## config.mk

```make
export PLATFORM = sky130hd
export DESIGN_NAME = fcv_top
export DESIGN_NICKNAME = d
export VERILOG_FILES = /design/src/rtl/fcv_pkg.sv /design/src/rtl/fcv_decode.sv /design/src/rtl/fcv_errreg.sv /design/src/rtl/fcv_seq.sv /design/src/rtl/fcv_top.sv
export SDC_FILE = /design/constraint.sdc
export NUM_CORES = 1
export LEC_CHECK = 0
export BUFFER_PORTS_ARGS = -buffer_cell sky130_fd_sc_hd__buf_4
export CAP_MARGIN = 20
export CORE_MARGIN = 8
export CORE_UTILIZATION = 42
export CTS_CLUSTER_DIAMETER = 120
export DETAILED_ROUTE_END_ITERATION = 10
export PLACE_DENSITY = 0.73
export SLEW_MARGIN = 20
export SYNTH_ARGS = -nofsm -noshare
export SYNTH_HDL_FRONTEND = slang
export SYNTH_SLANG_ARGS = --single-unit
```

## constraint.sdc

```tcl
create_clock -name clk -period 2.4 [get_ports clk]
set_input_delay 0 -clock clk [delete_from_list [all_inputs] [get_ports clk]]
set_output_delay 0 -clock clk [all_outputs]
set_load 0.02 [all_outputs]
```

## src/rtl/fcv_pkg.sv

```systemverilog
package fcv_pkg;
  localparam int NUM_W = 12;
  localparam int ERR_W = 7;

  // error-code bit positions (software decodes these)
  localparam int E_OP   = 0;
  localparam int E_PROT = 1;
  localparam int E_RD   = 2;
  localparam int E_PROG = 3;
  localparam int E_WIN  = 4;
  localparam int E_TYPE = 5;
  localparam int E_UPD  = 6;

  // control word field positions
  localparam int CW_START    = 0;
  localparam int CW_OP_LSB   = 4;
  localparam int CW_REPAIR   = 6;
  localparam int CW_BANK     = 7;
  localparam int CW_PART     = 8;
  localparam int CW_INFO_LSB = 9;
  localparam int CW_NUM_LSB  = 16;

  typedef enum logic [1:0] {
    OP_READ  = 2'd0,
    OP_PROG  = 2'd1,
    OP_ERASE = 2'd2,
    OP_BAD   = 2'd3
  } fcv_op_e;

  typedef enum logic [1:0] {
    S_IDLE = 2'd0,
    S_RUN  = 2'd1,
    S_COOL = 2'd2
  } fcv_state_e;

  typedef struct packed {
    fcv_op_e          op;
    logic             repair;
    logic             bank;
    logic             info_part;
    logic [1:0]       info_sel;
    logic [NUM_W-1:0] num;
  } fcv_req_t;
endpackage

```

## src/rtl/fcv_decode.sv

```systemverilog
module fcv_decode
  import fcv_pkg::*;
#(
  parameter int ADDR_W   = 20,
  parameter int PAGE_LSB = 11,
  parameter int BANK_LSB = 19,
  parameter int WIN_LSB  = 4
) (
  input  logic [31:0]       ctrl,
  input  logic [ADDR_W-1:0] addr,
  input  logic [1:0]        ptype_en,
  input  logic              prot_deny,
  output fcv_req_t          req,
  output logic [ADDR_W-1:0] addr_al,
  output logic [ERR_W-1:0]  err
);
  localparam int SPAN_W  = NUM_W + 1;
  localparam int WIN_MAX = (1 << WIN_LSB) - 1;
  localparam logic [ADDR_W-1:0] WORD_KEEP = ~((ADDR_W'(1) << 2) - ADDR_W'(1));
  localparam logic [ADDR_W-1:0] PAGE_KEEP = ~((ADDR_W'(1) << PAGE_LSB) - ADDR_W'(1));
  localparam logic [ADDR_W-1:0] BANK_KEEP = ~((ADDR_W'(1) << BANK_LSB) - ADDR_W'(1));

  logic [WIN_LSB-1:0] win_ofs;
  logic [SPAN_W-1:0]  span;
  logic               win_cross;
  logic               type_off;
  logic               ctrl_unused;

  assign ctrl_unused = ^{ctrl[3:0], ctrl[15:11], ctrl[31:28]};

  always_comb begin
    req.op        = fcv_op_e'(ctrl[CW_OP_LSB +: 2]);
    req.repair    = ctrl[CW_REPAIR];
    req.bank      = ctrl[CW_BANK];
    req.info_part = ctrl[CW_PART];
    req.info_sel  = ctrl[CW_INFO_LSB +: 2];
    req.num       = ctrl[CW_NUM_LSB +: NUM_W];
  end

  assign win_ofs   = addr[WIN_LSB+1:2];
  assign span      = SPAN_W'(win_ofs) + SPAN_W'(req.num);
  assign win_cross = span > SPAN_W'(WIN_MAX);
  assign type_off  = req.repair ? ~ptype_en[1] : ~ptype_en[0];

  always_comb begin
    case (req.op)
      OP_ERASE: addr_al = addr & (req.bank ? BANK_KEEP : PAGE_KEEP);
      default:  addr_al = addr & WORD_KEEP;
    endcase
  end

  always_comb begin
    err         = '0;
    err[E_OP]   = (req.op == OP_BAD);
    err[E_PROT] = prot_deny;
    if (req.op == OP_PROG) begin
      err[E_WIN]  = win_cross;
      err[E_TYPE] = type_off;
    end
  end
endmodule

```

## src/rtl/fcv_errreg.sv

```systemverilog
module fcv_errreg #(
  parameter int W = 7
) (
  input  logic         clk,
  input  logic         rst,
  input  logic [W-1:0] set,
  input  logic         clr_we,
  input  logic [W-1:0] clr_mask,
  output logic [W-1:0] q
);
  for (genvar g = 0; g < W; g++) begin : g_bit
    always_ff @(posedge clk) begin
      if (rst)                        q[g] <= 1'b0;
      else if (set[g])                q[g] <= 1'b1;
      else if (clr_we && clr_mask[g]) q[g] <= 1'b0;
    end
  end
endmodule

```

## src/rtl/fcv_seq.sv

```systemverilog
module fcv_seq
  import fcv_pkg::*;
#(
  parameter int ADDR_W = 20
) (
  input  logic              clk,
  input  logic              rst,
  input  logic              take,
  input  logic              rej,
  input  fcv_req_t          req,
  input  logic [ADDR_W-1:0] addr_al,
  input  logic              array_done,
  input  logic              array_err,
  output logic              cmd_valid,
  output fcv_req_t          cmd_q,
  output logic [ADDR_W-1:0] cmd_addr,
  output logic              busy,
  output logic              ctrl_wen,
  output logic              op_done,
  output logic              op_err,
  output logic              irq_done,
  output logic              irq_err,
  output logic [ERR_W-1:0]  fail_set
);
  fcv_state_e state;
  logic       fin;

  assign fin      = (state == S_RUN) && array_done;
  assign busy     = (state == S_RUN);
  assign ctrl_wen = (state == S_IDLE);

  always_comb begin
    fail_set = '0;
    if (fin && array_err) begin
      if (cmd_q.op == OP_READ) fail_set[E_RD]   = 1'b1;
      else                     fail_set[E_PROG] = 1'b1;
    end
  end

  always_ff @(posedge clk) begin
    if (rst) begin
      state     <= S_IDLE;
      cmd_valid <= 1'b0;
      cmd_q     <= '0;
      cmd_addr  <= '0;
      op_done   <= 1'b0;
      op_err    <= 1'b0;
      irq_done  <= 1'b0;
      irq_err   <= 1'b0;
    end else begin
      cmd_valid <= 1'b0;
      irq_done  <= 1'b0;
      irq_err   <= 1'b0;
      case (state)
        S_IDLE: begin
          if (take) begin
            if (rej) begin
              state    <= S_COOL;
              op_done  <= 1'b1;
              op_err   <= 1'b1;
              irq_done <= 1'b1;
              irq_err  <= 1'b1;
            end else begin
              state     <= S_RUN;
              cmd_valid <= 1'b1;
              cmd_q     <= req;
              cmd_addr  <= addr_al;
              op_done   <= 1'b0;
              op_err    <= 1'b0;
            end
          end
        end
        S_RUN: begin
          if (array_done) begin
            state    <= S_COOL;
            op_done  <= 1'b1;
            irq_done <= 1'b1;
            if (array_err) begin
              op_err  <= 1'b1;
              irq_err <= 1'b1;
            end
          end
        end
        default: state <= S_IDLE;
      endcase
    end
  end
endmodule

```

## src/rtl/fcv_top.sv

```systemverilog
module fcv_top
  import fcv_pkg::*;
#(
  parameter int ADDR_W         = 20,
  parameter int PAGE_BYTES     = 2048,
  parameter int PAGES_PER_BANK = 256,
  parameter int WIN_WORDS      = 16
) (
  input  logic              clk,
  input  logic              rst,
  input  logic              ctrl_we,
  input  logic [31:0]       ctrl_wdata,
  input  logic [ADDR_W-1:0] start_addr,
  input  logic [1:0]        ptype_en,
  input  logic              prot_deny,
  input  logic              err_clr_we,
  input  logic [ERR_W-1:0]  err_clr_mask,
  input  logic              array_done,
  input  logic              array_err,
  output logic              cmd_valid,
  output logic [1:0]        cmd_op,
  output logic              cmd_repair,
  output logic              cmd_bank,
  output logic              cmd_info_part,
  output logic [1:0]        cmd_info_sel,
  output logic [NUM_W-1:0]  cmd_num,
  output logic [ADDR_W-1:0] cmd_addr,
  output logic              busy,
  output logic              ctrl_wen,
  output logic              op_done,
  output logic              op_err,
  output logic              irq_done,
  output logic              irq_err,
  output logic [ERR_W-1:0]  err_code
);
  localparam int PAGE_LSB = $clog2(PAGE_BYTES);
  localparam int BANK_LSB = $clog2(PAGE_BYTES * PAGES_PER_BANK);
  localparam int WIN_LSB  = $clog2(WIN_WORDS);

  fcv_req_t          dec_req;
  fcv_req_t          cmd_q;
  logic [ADDR_W-1:0] dec_addr;
  logic [ERR_W-1:0]  dec_err;
  logic [ERR_W-1:0]  fail_set;
  logic [ERR_W-1:0]  err_set;
  logic              take;
  logic              upd_hit;

  fcv_decode #(
    .ADDR_W  (ADDR_W),
    .PAGE_LSB(PAGE_LSB),
    .BANK_LSB(BANK_LSB),
    .WIN_LSB (WIN_LSB)
  ) dec_i (
    .ctrl     (ctrl_wdata),
    .addr     (start_addr),
    .ptype_en (ptype_en),
    .prot_deny(prot_deny),
    .req      (dec_req),
    .addr_al  (dec_addr),
    .err      (dec_err)
  );

  assign take    = ctrl_we && ctrl_wdata[CW_START] && ctrl_wen;
  assign upd_hit = ctrl_we && !ctrl_wen;

  fcv_seq #(.ADDR_W(ADDR_W)) seq_i (
    .clk       (clk),
    .rst       (rst),
    .take      (take),
    .rej       (|dec_err),
    .req       (dec_req),
    .addr_al   (dec_addr),
    .array_done(array_done),
    .array_err (array_err),
    .cmd_valid (cmd_valid),
    .cmd_q     (cmd_q),
    .cmd_addr  (cmd_addr),
    .busy      (busy),
    .ctrl_wen  (ctrl_wen),
    .op_done   (op_done),
    .op_err    (op_err),
    .irq_done  (irq_done),
    .irq_err   (irq_err),
    .fail_set  (fail_set)
  );

  always_comb begin
    err_set        = fail_set | (take ? dec_err : '0);
    err_set[E_UPD] = err_set[E_UPD] | upd_hit;
  end

  fcv_errreg #(.W(ERR_W)) err_i (
    .clk     (clk),
    .rst     (rst),
    .set     (err_set),
    .clr_we  (err_clr_we),
    .clr_mask(err_clr_mask),
    .q       (err_code)
  );

  assign cmd_op        = cmd_q.op;
  assign cmd_repair    = cmd_q.repair;
  assign cmd_bank      = cmd_q.bank;
  assign cmd_info_part = cmd_q.info_part;
  assign cmd_info_sel  = cmd_q.info_sel;
  assign cmd_num       = cmd_q.num;
endmodule

```

==> results.md <==
- Unique cell type count in the Yosys netlist: 48
- Final Critical Period: 2.23 ns
- Wire length of the first global-routing pass: 12.1 mm
- Transition at the pin with the smallest max-transition slack: 0.634 ns
- PortBufs: 104
- Number of endpoints with negative hold slack in the final report: 0
- Pin count of the biggest net entering global routing: 70
- Dominant register cell in the synthesized netlist: sky130_fd_sc_hd__dfxtp_1
- Vias per cell: 4.92
- Most frequent standard cell in the layout excluding fill and tap cells: sky130_fd_sc_hd__buf_4
- Worst VDD drop: 297 uV
- Worst slew margin relative to its limit: 0.577
- Total power per unit cell area: 464 nW/um2
- Category of the critical setup timing path: primary input to flip-flop
- Overflow after GRT: 0
- Ports placed on the boundary: 121
- Routability congestion estimate from global placement: 0.741
- Num Clock Sinks: 51
- Crit path cell chain: dlygate4sd3_1, buf_4, nand4_2, nor2_1, a31oi_1, o211ai_1, nor2_1, o41ai_2, dlygate4sd3_1
- Global-route met1 utilization: 0.190
- Overall die area: 8850 um2
- Fin. max-slew vios: 0
- Die Y-Extent: 94.1 um
- Initial detailed-routing violation count: 83
- Worst-case clock skew: 0.00383 ns
- Outcome: finished, final reports clean
- GR Util met3: 0.0655
- Number of buffers and inverters on the critical path: 3
- Cell with the largest stage delay on the worst path: sky130_fd_sc_hd__dlygate4sd3_1
- Setup violations, final: 0
- Routed length per placed instance: 14.7 um
- CORE AREA: 5920 um2
- Leakage dissipation: 1.83 nW
- Diodes inserted: 0
- EDFF count, synth: 0
- Number of setup buffers added after CTS: 0
- Avg Cell Area, Syn: 9.05 um2
- Path type of the worst min-delay path: primary input to flip-flop
- Power after layout: 1.82 mW
- Clock tree buffer depth: 2
- Max cap viols: 0
- Number of levels in the clock H-tree: 2
- Max Fanout on Critical Path: 5
- Delay-heaviest family, CP: buffers and inverters
- Commonest cells after routing, fill and taps aside: sky130_fd_sc_hd__buf_4, sky130_fd_sc_hd__nand2b_1, sky130_fd_sc_hd__dfxtp_1, sky130_fd_sc_hd__dlygate4sd3_1, sky130_fd_sc_hd__mux2i_1
- Grt peak-use layer: met2
- Yosys warns: 0
- Worst hold slack: 0.0102 ns
- Post-route ant nets: 0
- Global-route track usage on met2: 0.288
- Initial antenna violation count: 0
- Horiz. Die Dim: 94.1 um
- Total length of routed wires: 7.36 mm
- Clock Tree Root: sky130_fd_sc_hd__clkbuf_8
- Via count of the first global-routing pass: 2602
- Highest attainable clock frequency: 449 MHz
- Largest stage delay on the critical path: 0.60 ns
- Type of element capturing the critical path: flip-flop
- Initial core utilization: 0.433
- Layout area overhead: 53.2%
- Via count: 2458
- Crit start category: primary input
- Half-perimeter wire length after detailed placement: 5.11 mm
- CTS tree: yes
- Proportion of register bits with asynchronous set or reset after synthesis: 0
- DRC viols: 0
- Arrival time of data at the critical path endpoint: 2.47 ns
- Share of the yosys chip area belonging to registers: 0.399
- Overall routing resource usage: 0.168
- Share of the cycle needed by the critical path after routing: 0.927
- Number of nets in the final layout: 498
- Number of cells produced by synthesis: 283
- Placement Rows: 28
- Proportion of layout cells with a drive suffix above 1: 0.292
- Clock slew at reported path FFs: 0.09 ns
- Total standard cell area after synthesis: 2560 um2
- Clock Latency Late Sink: 0.30 ns
- RSZ-0062 raised after global routing: false
- Setup TNS Final: 0 ns
- Synth Register Bits: 51
- Data required time at the worst endpoint: 2.64 ns
- Number of buffers created by CTS: 5
- TritonRoute pass-1 iters: 5
-- synth_stat cells (3+ instances only) --
library cell	number	area share
sky130_fd_sc_hd__a21oi_1	15	0.029
sky130_fd_sc_hd__nor3_1	6	0.012
sky130_fd_sc_hd__nand2_1	33	0.048
sky130_fd_sc_hd__ha_1	4	0.020
sky130_fd_sc_hd__nand2b_1	56	0.14
sky130_fd_sc_hd__o21ai_0	4	0.0078
sky130_fd_sc_hd__mux2i_1	37	0.14
sky130_fd_sc_hd__clkbuf_1	7	0.010
sky130_fd_sc_hd__dfxtp_1	51	0.40
sky130_fd_sc_hd__nor2b_1	3	0.0073
sky130_fd_sc_hd__inv_1	6	0.0088
sky130_fd_sc_hd__nor2_1	14	0.021
sky130_fd_sc_hd__buf_4	5	0.015
-- where the power goes --
part           total [mW]  internal, mW  switching (mW)  leakage (nW)
Combinational       0.363         0.195           0.168          1.37
Clock               0.578         0.306           0.272        0.0513
Sequential          0.879         0.867          0.0122         0.413
Total                1.82          1.37           0.452          1.83
-- layer usage --
metal | share of wire | vias up
met1 | 0.41 | 1119
met3 | 0.094 | 7
li1 | - | 1248
met5 | 0 | -
met2 | 0.48 | 84
met4 | 0.0064 | 0
-- worst min-delay path, stage by stage --
cell	delay (ns)
sky130_fd_sc_hd__buf_4	0.14
sky130_fd_sc_hd__nand2b_1	0.07
sky130_fd_sc_hd__mux2i_1	0.05
-- through the flow --
stage          instances  setup WS, ns  instance area (um2)   util
2_1_floorplan        284         0.394                 2560      -
3_3_place_gp         452         0.276                 3400  0.575
3_5_place_dp         452         0.238                 3400  0.575
4_1_cts              500         0.255                 3920  0.661
5_1_grt              500        0.0563                 3920  0.663
6_report             500         0.174                 3920  0.663
-- cell families after synthesis --
group | Yosys count | share of synthesized area
AOI/OAI and AO/OA | 39 | 0.109
adders and majority gates | 5 | 0.0274
buffers and inverters | 22 | 0.0489
and+or+nand+nor | 128 | 0.270
muxes | 37 | 0.145
other | 1 | 0.00146
DFF | 51 | 0.399
-- final timing paths --
path / to / slack, ns / start / cells past startpoint
max: err_i.q[4]$_SDFFE_PP0P_ / 0.17 / ctrl_wdata[22] / 9
min reg2reg: seq_i.cmd_q[11]$_SDFFE_PP0P_ / 0.48 / seq_i.cmd_q[11]$_SDFFE_PP0P_ / 2
max reg2reg: seq_i.cmd_addr[8]$_SDFFE_PP0P_ / 0.51 / seq_i.state[1]$_SDFFE_PP0P_ / 7
min: seq_i.cmd_q[4]$_SDFFE_PP0P_ / 0.01 / ctrl_wdata[20] / 3
-- layout make-up --
class                      instances  area (um2)
multi-input combinational        211        1430
tap                               75        93.8
inverter                           7        26.3
clock buffer                       6        72.6
sequential                        51        1020
fill                             498        2000
clock inverter                     1        30.0
timing repair buffer             149        1250
-- sequential cells by signal, indices dropped and copies added (netlist names) --
signal / cells
seq_i.op_err: 1
seq_i.state: 2
seq_i.irq_err: 1
seq_i.cmd_valid: 1
seq_i.cmd_addr: 18
seq_i.irq_done: 1
seq_i.op_done: 1
err_i.q: 7
seq_i.cmd_q: 19
-- timing repair --
item                                    4_1_cts  5_1_grt
gates resized for setup                       0        1
endpoints found under the hold margin        39        0
endpoints found under the setup margin        0        1
hold buffers                                 41        0
Note: power is estimated with default switching activity, not from simulation.
